**config.mk**
```make
export PLATFORM = sky130hd
export DESIGN_NAME = dyn_odt_ctrl
export DESIGN_NICKNAME = d
export VERILOG_FILES = /design/src/rtl/dodt_pkg.sv /design/src/rtl/dodt_delay_line.sv /design/src/rtl/dodt_wr_window.sv /design/src/rtl/dyn_odt_ctrl.sv
export SDC_FILE = /design/constraint.sdc
export NUM_CORES = 1
export LEC_CHECK = 0
export ABC_AREA = 1
export BUFFER_PORTS_ARGS = -buffer_cell sky130_fd_sc_hd__buf_4
export CORE_MARGIN = 1
export CORE_UTILIZATION = 35
export DETAILED_ROUTE_END_ITERATION = 10
export PLACE_DENSITY = 0.69
export SLEW_MARGIN = 40
export SYNTH_ARGS = -nofsm -noshare
export SYNTH_HDL_FRONTEND = slang
export SYNTH_HIERARCHICAL = 1
export SYNTH_SLANG_ARGS = --single-unit
```
**constraint.sdc**
```tcl
create_clock -name clk -period 6.1 [get_ports clk]
set_input_delay 1.83 -clock clk [delete_from_list [all_inputs] [get_ports clk]]
set_output_delay 1.83 -clock clk [all_outputs]
set_load 0.01 [all_outputs]
```
**src/rtl/dodt_pkg.sv**
```systemverilog
package dodt_pkg;
   localparam int CODE_W = 3;

   function automatic logic [CODE_W-1:0] nom_code(input logic [15:0] mr);
      return {mr[9], mr[6], mr[2]};
   endfunction

   function automatic logic [CODE_W-1:0] wr_code(input logic [15:0] mr);
      return {1'b0, mr[10:9]};
   endfunction
endpackage

```
**src/rtl/dodt_delay_line.sv**
```systemverilog
module dodt_delay_line #(
   parameter int W     = 3,
   parameter int DEPTH = 14,
   parameter int SEL_W = 4
) (
   input  logic             clk,
   input  logic             rst_n,
   input  logic [W-1:0]     d,
   input  logic [SEL_W-1:0] sel,
   output logic [W-1:0]     q
);
   logic [W-1:0] stg [DEPTH+1];

   always_ff @(posedge clk) begin
      if (!rst_n) stg[0] <= '0;
      else        stg[0] <= d;
   end

   for (genvar g = 1; g <= DEPTH; g++) begin : g_stage
      always_ff @(posedge clk) begin
         if (!rst_n) stg[g] <= '0;
         else        stg[g] <= stg[g-1];
      end
   end

   always_comb begin
      q = '0;
      for (int i = 0; i <= DEPTH; i++)
         if (32'(sel) == i) q = stg[i];
   end

   if (DEPTH < 1) begin : g_bad_depth
      $error("dodt_delay_line: DEPTH must be at least 1");
   end
endmodule

```
**src/rtl/dodt_wr_window.sv**
```systemverilog
module dodt_wr_window #(
   parameter int SHORT_LEN = 4,
   parameter int LONG_LEN  = 6
) (
   input  logic clk,
   input  logic rst_n,
   input  logic start,
   input  logic short_burst,
   output logic active
);
   localparam int CNT_W = $clog2(LONG_LEN + 1);
   localparam logic [CNT_W-1:0] SHORT_RELOAD = CNT_W'(SHORT_LEN - 1);
   localparam logic [CNT_W-1:0] LONG_RELOAD  = CNT_W'(LONG_LEN - 1);

   logic [CNT_W-1:0] cnt;

   always_ff @(posedge clk) begin
      if (!rst_n)               cnt <= '0;
      else if (start)           cnt <= short_burst ? SHORT_RELOAD : LONG_RELOAD;
      else if (cnt != '0)       cnt <= cnt - 1'b1;
   end

   assign active = start | (cnt != '0);

   if (SHORT_LEN < 1 || LONG_LEN < SHORT_LEN) begin : g_bad_len
      $error("dodt_wr_window: need 1 <= SHORT_LEN <= LONG_LEN");
   end

   // a start reloads the window, otherwise it counts down by one
   a_r7_restart: assert property (@(posedge clk) disable iff (!rst_n)
      start |=> (cnt == SHORT_RELOAD || cnt == LONG_RELOAD));
   // without a start, a running window shrinks by one each clock
   a_r6_countdown: assert property (@(posedge clk) disable iff (!rst_n)
      (!start && cnt != '0) |=> (cnt == $past(cnt) - 1'b1));
endmodule

```
**src/rtl/dyn_odt_ctrl.sv**
```systemverilog
module dyn_odt_ctrl #(
   parameter int WL_W    = 4,
   parameter int MR_W    = 16,
   parameter int BC4_LEN = 4,
   parameter int BL8_LEN = 6,
   parameter int MIN_WL  = 5
) (
   input  logic                       clk,
   input  logic                       rst_n,
   input  logic                       cmd_write,
   input  logic                       cmd_bc4,
   input  logic                       odt_pin,
   input  logic [MR_W-1:0]            mr1,
   input  logic [MR_W-1:0]            mr2,
   input  logic [WL_W-1:0]            wl,
   input  logic                       dll_off,
   output logic                       term_en,
   output logic [dodt_pkg::CODE_W-1:0] term_code,
   output logic                       term_sel_wr,
   output logic                       term_valid
);
   import dodt_pkg::*;

   localparam int DEPTH = (1 << WL_W) - 2;

   if (MR_W < 11) begin : g_bad_mr
      $error("dyn_odt_ctrl: MR_W must cover bit 10");
   end
   if (MIN_WL < 3) begin : g_bad_wl
      $error("dyn_odt_ctrl: MIN_WL must be at least 3");
   end

   logic [WL_W-1:0]   lat;
   logic              dyn_en;
   logic [2:0]        line_in, line_out;
   logic              odt_d, wr_start, wr_chop, wr_act;
   logic [CODE_W-1:0] code_sel;
   logic              sel_q;

   assign lat    = wl - WL_W'(2);
   assign dyn_en = (mr2[10] | mr2[9]) & ~dll_off;
   assign line_in = {odt_pin, cmd_write & dyn_en, cmd_write & dyn_en & cmd_bc4};

   dodt_delay_line #(.W(3), .DEPTH(DEPTH), .SEL_W(WL_W)) u_line (
      .clk(clk), .rst_n(rst_n), .d(line_in), .sel(lat), .q(line_out)
   );

   assign odt_d    = line_out[2];
   assign wr_start = line_out[1];
   assign wr_chop  = line_out[0];

   dodt_wr_window #(.SHORT_LEN(BC4_LEN), .LONG_LEN(BL8_LEN)) u_win (
      .clk(clk), .rst_n(rst_n), .start(wr_start), .short_burst(wr_chop),
      .active(wr_act)
   );

   assign code_sel    = wr_act ? wr_code(mr2[15:0]) : nom_code(mr1[15:0]);
   assign term_en     = odt_d & (code_sel != '0);
   assign term_code   = term_en ? code_sel : '0;
   assign term_sel_wr = term_en & wr_act;

   always_ff @(posedge clk) begin
      if (!rst_n) sel_q <= 1'b0;
      else        sel_q <= term_sel_wr;
   end

   assign term_valid = (term_sel_wr == sel_q);

   // latency assumption on the write-latency input
   a_r2_wl_min: assert property (@(posedge clk) disable iff (!rst_n)
      wl >= WL_W'(MIN_WL));
   // a disabled termination reports no code and no write selection
   a_r3_off_zero: assert property (@(posedge clk) disable iff (!rst_n)
      !term_en |-> (term_code == '0 && !term_sel_wr));
   // entering the write code is flagged as a transition
   a_r8_rise_flag: assert property (@(posedge clk) disable iff (!rst_n)
      $rose(term_sel_wr) |-> !term_valid);
   // leaving the write code is flagged as a transition
   a_r8_fall_flag: assert property (@(posedge clk) disable iff (!rst_n)
      $fell(term_sel_wr) |-> !term_valid);
endmodule

```
# --- After elaboration in Yosys (flattened, before gate mapping) ---
# Memories as Yosys holds them, arrays and structs flattened.
# Cells that the tools add are included.
totals:
  ramBits: 45
  wordCells: 84
  register_bits: 4
  output_inout_bits: 6
  in_bits: 42
  mem_count: 1
classes:
  n_eq_ne: 15
  mux: 37
  n_addsub: 2
  bitwise_logic: 23
  reduce_logical: 4
memory_table:
  columns: ["name", "depth", "word_bits", "read_ports", "rd_clocked_by_memory_dff", "write_ports", "line", "rtl"]
  rows:
  - ["u_line.stg", 15, 3, 15, 0, 15, "dodt_delay_line.sv:12", "logic [W-1:0] stg [DEPTH+1];"]
ops:
  columns: ["operator", "n"]
  rows:
  - ["2-to-1 mux 3 bit", 35]
  - ["== test 4 bit, second input constant", 7]
  - ["bitwise OR 1 bit", 17]
  - ["== test 4 x 3 -> 1 bit, second input constant", 4]
  - ["== test 4 x 2 -> 1 bit, second input constant", 2]
  - ["nonzero test 3 bit", 2]
  - ["AND 1 bit", 5]
  - ["== test 4 x 1 -> 1 bit, second input constant", 1]
  - ["zero test 4 bit", 1]
  - ["subtractor 4 x 2 -> 4 bit, second input constant", 1]
  - ["subtractor 3 x 1 -> 3 bit, second input constant", 1]
  - ["2-to-1 mux 1 bit", 2]
  - ["nonzero test 2 bit", 1]
  - ["== test 1 bit", 1]
  - ["NOT 1 bit", 1]

# --- Logic depth before layout (Yosys ltp) ---
depth:
  ltp_word: 23
  ltp_mapped: 21
  ltp_nobuf: 21

# --- By module ---
# Netlist, hierarchy kept.
modules_own_cells:
  columns: ["mod", "n_inst", "cells_per_inst", "area_each_um2", "seq_area_each_um2"]
  rows:
  - ["dodt_delay_line", 1, 242, 1717.9, 900.9]
  - ["dodt_wr_window", 1, 31, 192.7, 60.1]
  - ["dyn_odt_ctrl", 1, 36, 190.2, 20.0]

# --- Worst setup path before layout ---
# No wires, ideal clock.
synth_timing:
  kind: "input-to-output"
  from: "input port wl[1]"
  to: "output port term_valid"
  slack_ps: 73
  path_stages: 21
  arrival_time_ps: 4197
  n_path_buf: 0
  cell_sequence: "inv_1 -> ha_1 -> xor2_1 -> inv_1 -> nand2_2 -> nor2_1 -> a21oi_1 -> nand4_1 -> nand2_1 -> nand4_1 -> nor2_1 -> nand4_1 -> inv_2 -> nand3_1 -> inv_2 -> nand2_1 -> nand2_2 -> nand3_2 -> nand3_2 -> nand2_1 -> nand2_1"
synth_between:
  elab_chain_len: 23
  elab_cells_between_ends: 37
  cone_classes: "add/sub: 1; eq/ne: 15; mux: 16; bitwise: 3; reduce/logical: 2"
synth_rtl:
  columns: ["element", "line", "rtl"]
  rows:
  - ["start, declared", "dyn_odt_ctrl.sv:15", "input logic [WL_W-1:0] wl,"]
  - ["subtractor 4 x 2 -> 4 bit *", "dyn_odt_ctrl.sv:40", "assign lat = wl - WL_W'(2);"]
  - ["net lat[3]", "dyn_odt_ctrl.sv:33", "logic [WL_W-1:0] lat;"]
  - ["zero test 4 bit", "dodt_delay_line.sv:29", "if (32'(sel) == i) q = stg[i];"]
  - ["2-to-1 mux 3 bit (14 in a row)", "dodt_delay_line.sv:29", null]
  - ["2-to-1 mux 3 bit *", "dodt_delay_line.sv:29", null]
  - ["net line_out[1]", "dyn_odt_ctrl.sv:35", "logic [2:0] line_in, line_out;"]
  - ["bitwise OR 1 bit *", "dodt_wr_window.sv:23", "assign active = start | (cnt != '0);"]
  - ["net wr_act", "dyn_odt_ctrl.sv:36", "logic odt_d, wr_start, wr_chop, wr_act;"]
  - ["2-to-1 mux 3 bit", "dyn_odt_ctrl.sv:57", "assign code_sel = wr_act ? wr_code(mr2[15:0]) : nom_code(mr1[15:0]);"]
  - ["nonzero test 3 bit", "dyn_odt_ctrl.sv:58", "assign term_en = odt_d & (code_sel != '0);"]
  - ["AND 1 bit", "dyn_odt_ctrl.sv:58", null]
  - ["AND 1 bit *", "dyn_odt_ctrl.sv:60", "assign term_sel_wr = term_en & wr_act;"]
  - ["== test 1 bit *", "dyn_odt_ctrl.sv:67", "assign term_valid = (term_sel_wr == sel_q);"]
  - ["end, declared", "dyn_odt_ctrl.sv:20", "output logic term_valid"]
# Mark *: on every way through the listed nets, which the timed path passes. The rest lies on a longest branch.

# --- Worst setup path in the final report ---
# Same ends and word-level chain as after synthesis.

==> qor.yml <==
run_status: "finished clean"
worst_skew_pair.late_latency_ns: 0.30
timing_worst_setup_path_type: "in2out"
maxClockFrequency_mhz: 166
finClkSkew_ns: 0.00688
clkTransAtPathRegs_ns: 0.08
post-synth-top-area-fraction: 0.467
cts_root_buf: "sky130_fd_sc_hd__clkbuf_8"
drc: 0
cp_max_fo: 4
grt_first_pass_wirelength_um: 7170
rsz0062_at_grt: "true"
totalWireLength_um: 4310
finish.cell_count_without_fillers: 418
clock-sinks: 49
setup.worst_path.start_class: "input port"
die_height_um: 79.5
final_design_area_excluding_fillers_um2: 2680
drtAntennaViolNets: 0
synth_cells: 309
initial_utilization: 0.372
synth_fp_nets: 354
max_slew_margin: 0.687
die_x_um: 79.5
first_global_vias: 1786
post_drt_via_cell_ratio: 4.36
ios: 48
commonest_non_fill_non_tap_cells_in_the_layout: "83 x sky130_fd_sc_hd__nand2_1, 70 x sky130_fd_sc_hd__inv_1, 49 x sky130_fd_sc_hd__dfxtp_1"
tritoncts: "yes"
mappedNetlistArea_um2: 2100
detailroute.via_count: 1824
worst_setup_path_end_kind: "output port"
initial_antenna_violation_count: 0
grt_max_degree: 50
dp.cells: 406
htree_levels: 2
replace_congestion: 0.777
pwr_density_cell_nw_per_um2: 304
gr-total-overflow: 0
placementRows: 27
cap_violations: 0
min_path_type: "reg2reg"
final_nets: 390
synth_cell_type_count: 19
dieArea_um2: 6320
finalSetupViolations: 0
synth_top_cell_by_area: "sky130_fd_sc_hd__dfxtp_1"
placement.cell_area_um2: 2400
yosys_warnings: 6
ratio_of_cells_with_drive_above_1_in_the_final_layout: 0.225
synth-seq-cells: 49
maxSlewViolCount: 0
post_synthesis_area_per_instance_um2: 6.80
most_common_cell_after_layout_fill_and_taps_aside: "sky130_fd_sc_hd__nand2_1"
place_hpwl_um: 2870
tritoncts.num_buffers: 5
drt-wirelength-per-cell_um: 10.3
post_synth_main_area_contributors: "sky130_fd_sc_hd__dfxtp_1 47%, sky130_fd_sc_hd__nand2_1 16%, sky130_fd_sc_hd__inv_1 13%"
core-area_um2: 5640
critical_path_arrival_ns: 4.21
layout-area-overhead-vs-synth_pct: 27.6
worst_ir_drop_vdd_mv: 0.143
grtUsageTotal: 0.145
period_needed_ns: 6.04
n_antenna_cell: 0
detail_route.iter0.violations: 103
tightest_slew_ns: 0.469
seq_area_frac_synth: 0.467
cts_max_path_buffers: 2
drt_pass1_iterations: 5
place.port_buffers: 20
leakagePower_nw: 1.49
share_of_the_clock_period_used_by_the_worst_path: 0.990
finalHoldViolCount: 0
critical_path_required_ns: 4.27
timing.setup.tns_ns: 0
## state kept, by name, indices dropped and copies added (netlist names)
| name | flops |
|---|---|
| sel_q | 1 |
| u_line/stg | 45 |
| u_win/cnt | 3 |
## metal layers
layer / part of all wire / vias up / wire length (um) / GRT usage
met4: 0.019 / 0 / 80 / 0.0618
met3: 0.042 / 8 / 179 / 0.0411
li1: - / 972 / - / -
met2: 0.50 / 33 / 2170 / 0.263
met5: 0 / - / 0 / 0
met1: 0.44 / 811 / 1880 / 0.156
## cell usage after synthesis
library cell and number:
sky130_fd_sc_hd__o22ai_1 1, sky130_fd_sc_hd__nand4_1 10, sky130_fd_sc_hd__ha_1 3, sky130_fd_sc_hd__o21ai_0 2
sky130_fd_sc_hd__nor2_1 34, sky130_fd_sc_hd__or2_0 3, sky130_fd_sc_hd__dfxtp_1 49, sky130_fd_sc_hd__xor2_1 1
sky130_fd_sc_hd__inv_1 73, sky130_fd_sc_hd__nand3_1 17, sky130_fd_sc_hd__a21oi_1 4, sky130_fd_sc_hd__nand2_1 89
sky130_fd_sc_hd__inv_2 6, sky130_fd_sc_hd__nand3_2 2, sky130_fd_sc_hd__nor2_4 2, sky130_fd_sc_hd__nand2_2 4
sky130_fd_sc_hd__nor3b_1 1, sky130_fd_sc_hd__clkbuf_1 5, sky130_fd_sc_hd__nor2_2 3
## critical path: stages
cell                      delay [ns]
sky130_fd_sc_hd__buf_6          0.07
sky130_fd_sc_hd__inv_4          0.03
sky130_fd_sc_hd__ha_4           0.15
sky130_fd_sc_hd__xor2_2         0.17
sky130_fd_sc_hd__buf_4          0.14
sky130_fd_sc_hd__inv_4          0.06
sky130_fd_sc_hd__nand2_4        0.06
sky130_fd_sc_hd__nor2_4         0.14
sky130_fd_sc_hd__inv_2          0.04
sky130_fd_sc_hd__or2_0          0.21
sky130_fd_sc_hd__nand2_1        0.07
sky130_fd_sc_hd__nand4_1        0.08
sky130_fd_sc_hd__nor2_1         0.15
sky130_fd_sc_hd__nand4_1        0.15
sky130_fd_sc_hd__inv_2          0.11
sky130_fd_sc_hd__nand3_4        0.10
sky130_fd_sc_hd__inv_4          0.09
sky130_fd_sc_hd__nand2_2        0.05
sky130_fd_sc_hd__nand2_2        0.10
sky130_fd_sc_hd__nand3_4        0.10
sky130_fd_sc_hd__nand3_4        0.10
sky130_fd_sc_hd__nand2_2        0.06
sky130_fd_sc_hd__nand2_2        0.05
sky130_fd_sc_hd__buf_6          0.10
## logic make-up after synthesis
group	synth area share
adders and majority gates	0.0179
DFF	0.467
AOI/OAI and AO/OA	0.0173
buffers and inverters	0.150
and+or+nand+nor	0.344
xor gates and xnor gates	0.00417
## power breakdown
group,internal (mW),switching (mW)
logic,0.0872,0.122
clock network,0.163,0.106
registers,0.331,0.00584
## layout make-up
cell class / instances / area, um2
fillers: 567 / 2960
flip-flops and latches: 49 / 981
multi-input cells: 176 / 902
inverters: 79 / 307
repair buffers: 34 / 267
well taps: 72 / 90.1
clock buffers: 5 / 68.8
clock inverters: 3 / 65.1
## final timing paths
path | from | end | slack [ns] | cells after the start
worst min-delay path | u_line/stg[11][2]$_SDFF_PN0_ | u_line/stg[12][2]$_SDFF_PN0_ | 0.42 | 2
worst max-delay path | wl[1] | term_valid | 0.06 | 24
worst min register to register | u_line/stg[11][2]$_SDFF_PN0_ | u_line/stg[12][2]$_SDFF_PN0_ | 0.42 | 2
worst max register to register | u_line/stg[2][1]$_SDFF_PN0_ | sel_q$_SDFF_PN0_ | 4.04 | 17
## per-stage QoR
stage | utilization | worst slack (ns) | total power, mW | hold WS [ns]
final | 0.475 | 0.0590 | 0.815 | 0.424
after floorplan | - | 0.0725 | 0.452 | 0.403
after global placement | 0.425 | -0.0108 | 0.502 | 0.408
after detailed placement | 0.425 | -0.0779 | 0.508 | 0.414
after CTS | 0.452 | 0.0143 | 0.782 | 0.423
after global routing | 0.475 | -0.137 | 0.860 | 0.440
## timing repair
item / in CTS / in global routing
cloned: 0 / 0
hold buffers: 0 / 0
gates resized for setup: 2 / 29
buffers inserted: 1 / 3
endpoints found under the setup margin: 5 / 6
pin swaps: 1 / 15
Note: power is estimated with default switching activity, not from simulation.
